$ cat config.mk
export PLATFORM = sky130hd
export DESIGN_NAME = fp_class_unit
export DESIGN_NICKNAME = d
export VERILOG_FILES = /design/src/rtl/fp_class_pkg.sv /design/src/rtl/fp_class_ctrl.sv /design/src/rtl/fp_class_dp.sv /design/src/rtl/fp_class_unit.sv
export SDC_FILE = /design/constraint.sdc
export NUM_CORES = 1
export LEC_CHECK = 0
export BUFFER_PORTS_ARGS = -buffer_cell sky130_fd_sc_hd__buf_4
export CAP_MARGIN = 40
export CORE_UTILIZATION = 37
export DETAILED_ROUTE_END_ITERATION = 8
export PLACE_DENSITY = 0.84
export SLEW_MARGIN = 30
export SYNTH_ARGS = -nofsm -noshare
export SYNTH_HDL_FRONTEND = slang
export SYNTH_SLANG_ARGS = --single-unit
$ cat constraint.sdc
create_clock -name clk -period 2.6 [get_ports clk]
set_input_delay 0.78 -clock clk [delete_from_list [all_inputs] [get_ports clk]]
set_output_delay 0.78 -clock clk [all_outputs]
set_load 0.02 [all_outputs]
$ cat src/rtl/fp_class_pkg.sv
package fp_class_pkg;
  localparam int OPER_W  = 32;
  localparam int EXP_W   = 8;
  localparam int FRAC_W  = 23;
  localparam int CLASS_W = 10;
  localparam int EXP_LSB = FRAC_W;
  localparam int SIGN_IX = OPER_W - 1;

  typedef enum int {
    CLS_NEG_INF  = 0,
    CLS_NEG_NORM = 1,
    CLS_NEG_SUB  = 2,
    CLS_NEG_ZERO = 3,
    CLS_POS_ZERO = 4,
    CLS_POS_SUB  = 5,
    CLS_POS_NORM = 6,
    CLS_POS_INF  = 7,
    CLS_SNAN     = 8,
    CLS_QNAN     = 9
  } fpClass_e;

  typedef struct packed {
    logic captureEn;
  } ctrlStrobes_t;
endpackage

$ cat src/rtl/fp_class_ctrl.sv
module fp_class_ctrl
  import fp_class_pkg::*;
#(
  parameter bit REG_OUT = 1'b1
) (
  input  logic         clk,
  input  logic         rstN,
  input  logic         inValid,
  output ctrlStrobes_t strobes,
  output logic         outValid
);
  assign strobes.captureEn = inValid;

  generate
    if (REG_OUT) begin : g_reg
      logic validQ;
      always_ff @(posedge clk) begin
        if (!rstN) validQ <= 1'b0;
        else       validQ <= inValid;
      end
      assign outValid = validQ;
    end else begin : g_comb
      assign outValid = inValid;
    end
  endgenerate
endmodule

$ cat src/rtl/fp_class_dp.sv
module fp_class_dp
  import fp_class_pkg::*;
#(
  parameter int XLEN    = 64,
  parameter bit REG_OUT = 1'b1
) (
  input  logic              clk,
  input  logic              rstN,
  input  ctrlStrobes_t      strobes,
  input  logic [OPER_W-1:0] inOperand,
  output logic [XLEN-1:0]   outMask
);
  localparam int PAD_W = XLEN - CLASS_W;

  logic              signBit;
  logic [EXP_W-1:0]  expField;
  logic [FRAC_W-1:0] fracField;
  logic              expAllOnes, expZero, fracZero;
  logic [CLASS_W-1:0] classVec;
  logic [XLEN-1:0]   maskNext;

  assign signBit   = inOperand[SIGN_IX];
  assign expField  = inOperand[EXP_LSB +: EXP_W];
  assign fracField = inOperand[FRAC_W-1:0];

  assign expAllOnes = &expField;
  assign expZero    = ~|expField;
  assign fracZero   = ~|fracField;

  always_comb begin
    classVec = '0;
    if (expAllOnes) begin
      if (fracZero)
        classVec[signBit ? CLS_NEG_INF : CLS_POS_INF] = 1'b1;
      else if (fracField[FRAC_W-1])
        classVec[CLS_QNAN] = 1'b1;
      else
        classVec[CLS_SNAN] = 1'b1;
    end else if (expZero) begin
      if (fracZero)
        classVec[signBit ? CLS_NEG_ZERO : CLS_POS_ZERO] = 1'b1;
      else
        classVec[signBit ? CLS_NEG_SUB : CLS_POS_SUB] = 1'b1;
    end else begin
      classVec[signBit ? CLS_NEG_NORM : CLS_POS_NORM] = 1'b1;
    end
  end

  assign maskNext = {{PAD_W{1'b0}}, classVec};

  generate
    if (REG_OUT) begin : g_reg
      logic [XLEN-1:0] maskQ;
      always_ff @(posedge clk) begin
        if (!rstN)                  maskQ <= '0;
        else if (strobes.captureEn) maskQ <= maskNext;
      end
      assign outMask = maskQ;
    end else begin : g_comb
      logic unusedClk;
      assign unusedClk = clk ^ rstN ^ strobes.captureEn;
      assign outMask = maskNext;
    end
  endgenerate
endmodule

$ cat src/rtl/fp_class_unit.sv
module fp_class_unit
  import fp_class_pkg::*;
#(
  parameter int XLEN    = 64,
  parameter bit REG_OUT = 1'b1
) (
  input  logic            clk,
  input  logic            rstN,
  input  logic            inValid,
  input  logic [31:0]     inOperand,
  output logic            outValid,
  output logic [XLEN-1:0] outMask
);
  ctrlStrobes_t strobes;

  fp_class_ctrl #(.REG_OUT(REG_OUT)) ctrl_i (
    .clk      (clk),
    .rstN     (rstN),
    .inValid  (inValid),
    .strobes  (strobes),
    .outValid (outValid)
  );

  fp_class_dp #(.XLEN(XLEN), .REG_OUT(REG_OUT)) dp_i (
    .clk       (clk),
    .rstN      (rstN),
    .strobes   (strobes),
    .inOperand (inOperand),
    .outMask   (outMask)
  );
endmodule

==> flow_metrics.tcl <==
set metrics [dict create \
    status "finished, final reports clean" \
    grt_first_pass_wirelength_um 2510 \
    fp.dieH_um 52.6 \
    num_antenna_cells 0 \
    p_sw_share_pct 35.0 \
    setup_viol 0 \
    use_met1_pct 12.9 \
    cts_resized 0 \
    path_max_fanout 3 \
    drc 0 \
    dp_hpwl_um 1490 \
    design_area_um2 1130 \
    worstSetupPathType "in2reg" \
    synth_fa_ha_area_share_pct 0 \
    htree_num_levels 1 \
    syn_inst 114 \
    postCtsSetupRepairBufs 0 \
    crit_start "inOperand[28]" \
    synth_common_cells "buf_4, dfxtp_1, nand3b_1, nor4_1" \
    p_clk_share_pct 26.6 \
    antenna_found_initial 0 \
    rsz0062_at_grt "no" \
    synth_xor_area_share_pct 0 \
    reg2reg_slack_ps 1840 \
    coreArea_um2 2320 \
    synthMuxAreaShare_pct 0 \
    die_w_um 52.6 \
    p_comb_share_pct 32.4 \
    synth_edf_count 0 \
    seq_power_share_pct 40.9 \
    holdWs_ps 477 \
    period_needed_ps 1690 \
    clk_pin_slew_worst_paths_ps 60 \
    ios 100 \
    cap_violations 0 \
    start_util_pct 40.9 \
    fin_skew_ps 0 \
    ys.flop_type "dfxtp_1" \
    hold_viol 0 \
    yosys-top-cells-area "buf_4, dfxtp_1, nand3b_1" \
    yosys_warnings 0 \
    max_freq_mhz 593 \
    synth_top_family_by_area "buffers and inverters" \
    fin_crit_sh_pct 64.9 \
    wire_per_inst_um 9.52 \
    worstSetupStartpointType "input pin" \
    design.final.nets 196 \
    ys_ff_latch 11 \
    timing.rr.end "dp_i.outMask[5]" \
    reg2reg_depth 2 \
    pre_cts_ws_ps 634 \
    dr.first_iter.drc_count 19 \
    synth_most_common_cell "buf_4" \
    crit_path_end "dp_i.outMask[1]" \
    end_kind "register" \
    grt-busiest-layer "met2" \
    cts_buffers 3 \
    synth-compound-area-share_pct 7.26 \
    cts_buffer_depth 2 \
    slew_viol_final 0 \
    final.setup.worst_slack_ps 913 \
    clock_latency_ps 260 \
    placed_area_um2 1110 \
    grt_max_degree 18 \
    vias 764 \
    cts_tree "done" \
    syn_area_per_cell_um2 8.32 \
    ant_nets 0 \
    r2r-start "dp_i.outMask[5]" \
    cp_data_arrival_time_ps 1850 \
    peakVddDrop_v 0.000236 \
    hp-class "reg2reg" \
    internal-power_uw 273 \
    synth-simple-area-share_pct 25.1 \
    yosys.area.top_type "buf_4" \
    viasPerCell 4.06 \
    dieArea_um2 2770 \
    area_growth_pct 19.4 \
    overflow 0 \
    use_met2_pct 22.8 \
    portBuffers 45 \
    num_rows 17 \
    cts-root-buf "clkbuf_4" \
    n_fill_cell 239 \
    cp.required_ps 2760 \
    ys_types 28 \
    power.density_nw_per_um2 371 \
    cts_hold_repair.buffers 0 \
    synth_top_area_share_pct 42.7 \
    grt.total_usage_pct 12.3 \
    async_flop_share_pct 0 \
    routed_wl_um 1790 \
    clock-sinks 11 \
    drive_above_1_share_pct 32.5 \
    yosysSeqAreaShare_pct 23.2 \
    gp_congestion 0.734 \
    netlist_area_um2 948 \
    p_leak_uw 0.000556 \
    first_pass_iters 4 \
    grt_pass1_vias 609 \
    p_switching_uw 147 \
    final.setup.tns_ps 0 \
    grt_use_met3_pct 5.51 \
]
-- worst min-delay path by stage --
stage | cells after the start | start | end
6_report | 2 | dp_i.outMask[2] | dp_i.outMask[2]
3_3_place_gp | 2 | dp_i.outMask[2] | dp_i.outMask[2]
5_1_grt | 2 | dp_i.outMask[9] | dp_i.outMask[9]
3_5_place_dp | 2 | dp_i.outMask[2] | dp_i.outMask[2]
2_1_floorplan | 2 | dp_i.outMask[0] | dp_i.outMask[0]
4_1_cts | 2 | dp_i.outMask[2] | dp_i.outMask[2]
-- state kept, by name, indices dropped and copies added (netlist names) --
register and count:
ctrl_i.outValid 1, dp_i.outMask 10
-- final cells by class --
| class | instances | area (um2) | area share [%] |
|---|---|---|---|
| multi-input cells | 99 | 509 | 45.0 |
| flip-flops and latches | 11 | 220 | 19.4 |
| repair buffers | 45 | 338 | 29.8 |
| inverters | 1 | 3.75 | 0.331 |
| clock buffers | 4 | 26.3 | 2.32 |
| well taps | 28 | 35.0 | 3.09 |
-- critical path, cell delays in order --
cell and delay (ps):
buf_4 110, or4_4 550, nor2_4 140, o32ai_1 90
and2_1 160
-- layer usage --
metal / vias up / wire (um) / share of wire (%)
li1: 376 / - / -
met1: 343 / 681 / 38
met2: 45 / 965 / 54
met3: 0 / 143 / 8.0
met4: 0 / 0 / 0
met5: - / 0 / 0
-- cells by family (layout without fill, tap and decap cells) --
family	after synthesis	count (layout)
flops	11	11
other cells	1	54
simple gates	35	35
compound gates	10	10
buf+inv	57	50
-- cell usage in the layout, fill, tap and decap left out, drive strengths merged, types with 2 or more instances in the layout --
cell	count
nor2	3
o21ai	5
a32o	2
nor2b	3
nand2	2
nand4	4
nand4b	2
clkbuf	4
or4	2
dfxtp	11
nor4	5
nand3	2
and2	2
conb	54
buf	45
nand3b	5
nor3	2
-- power groups by stage --
| stage | clock network, uW | registers (uW) | logic [uW] |
|---|---|---|---|
| after global routing | 124 | 172 | 146 |
| after global placement | 0 | 176 | 133 |
| final | 112 | 172 | 136 |
| after CTS | 116 | 172 | 135 |
| after detailed placement | 0 | 176 | 134 |
| after floorplan | 0 | 179 | 144 |
-- stage by stage --
step / total power, uW / utilization [%] / instances
after global placement: 309 / 47.7 / 184
after detailed placement: 310 / 47.7 / 184
after floorplan: 324 / - / 167
final: 420 / 48.8 / 188
after global routing: 442 / 48.8 / 188
after CTS: 423 / 48.8 / 188
(Power assumes the default switching activity.)
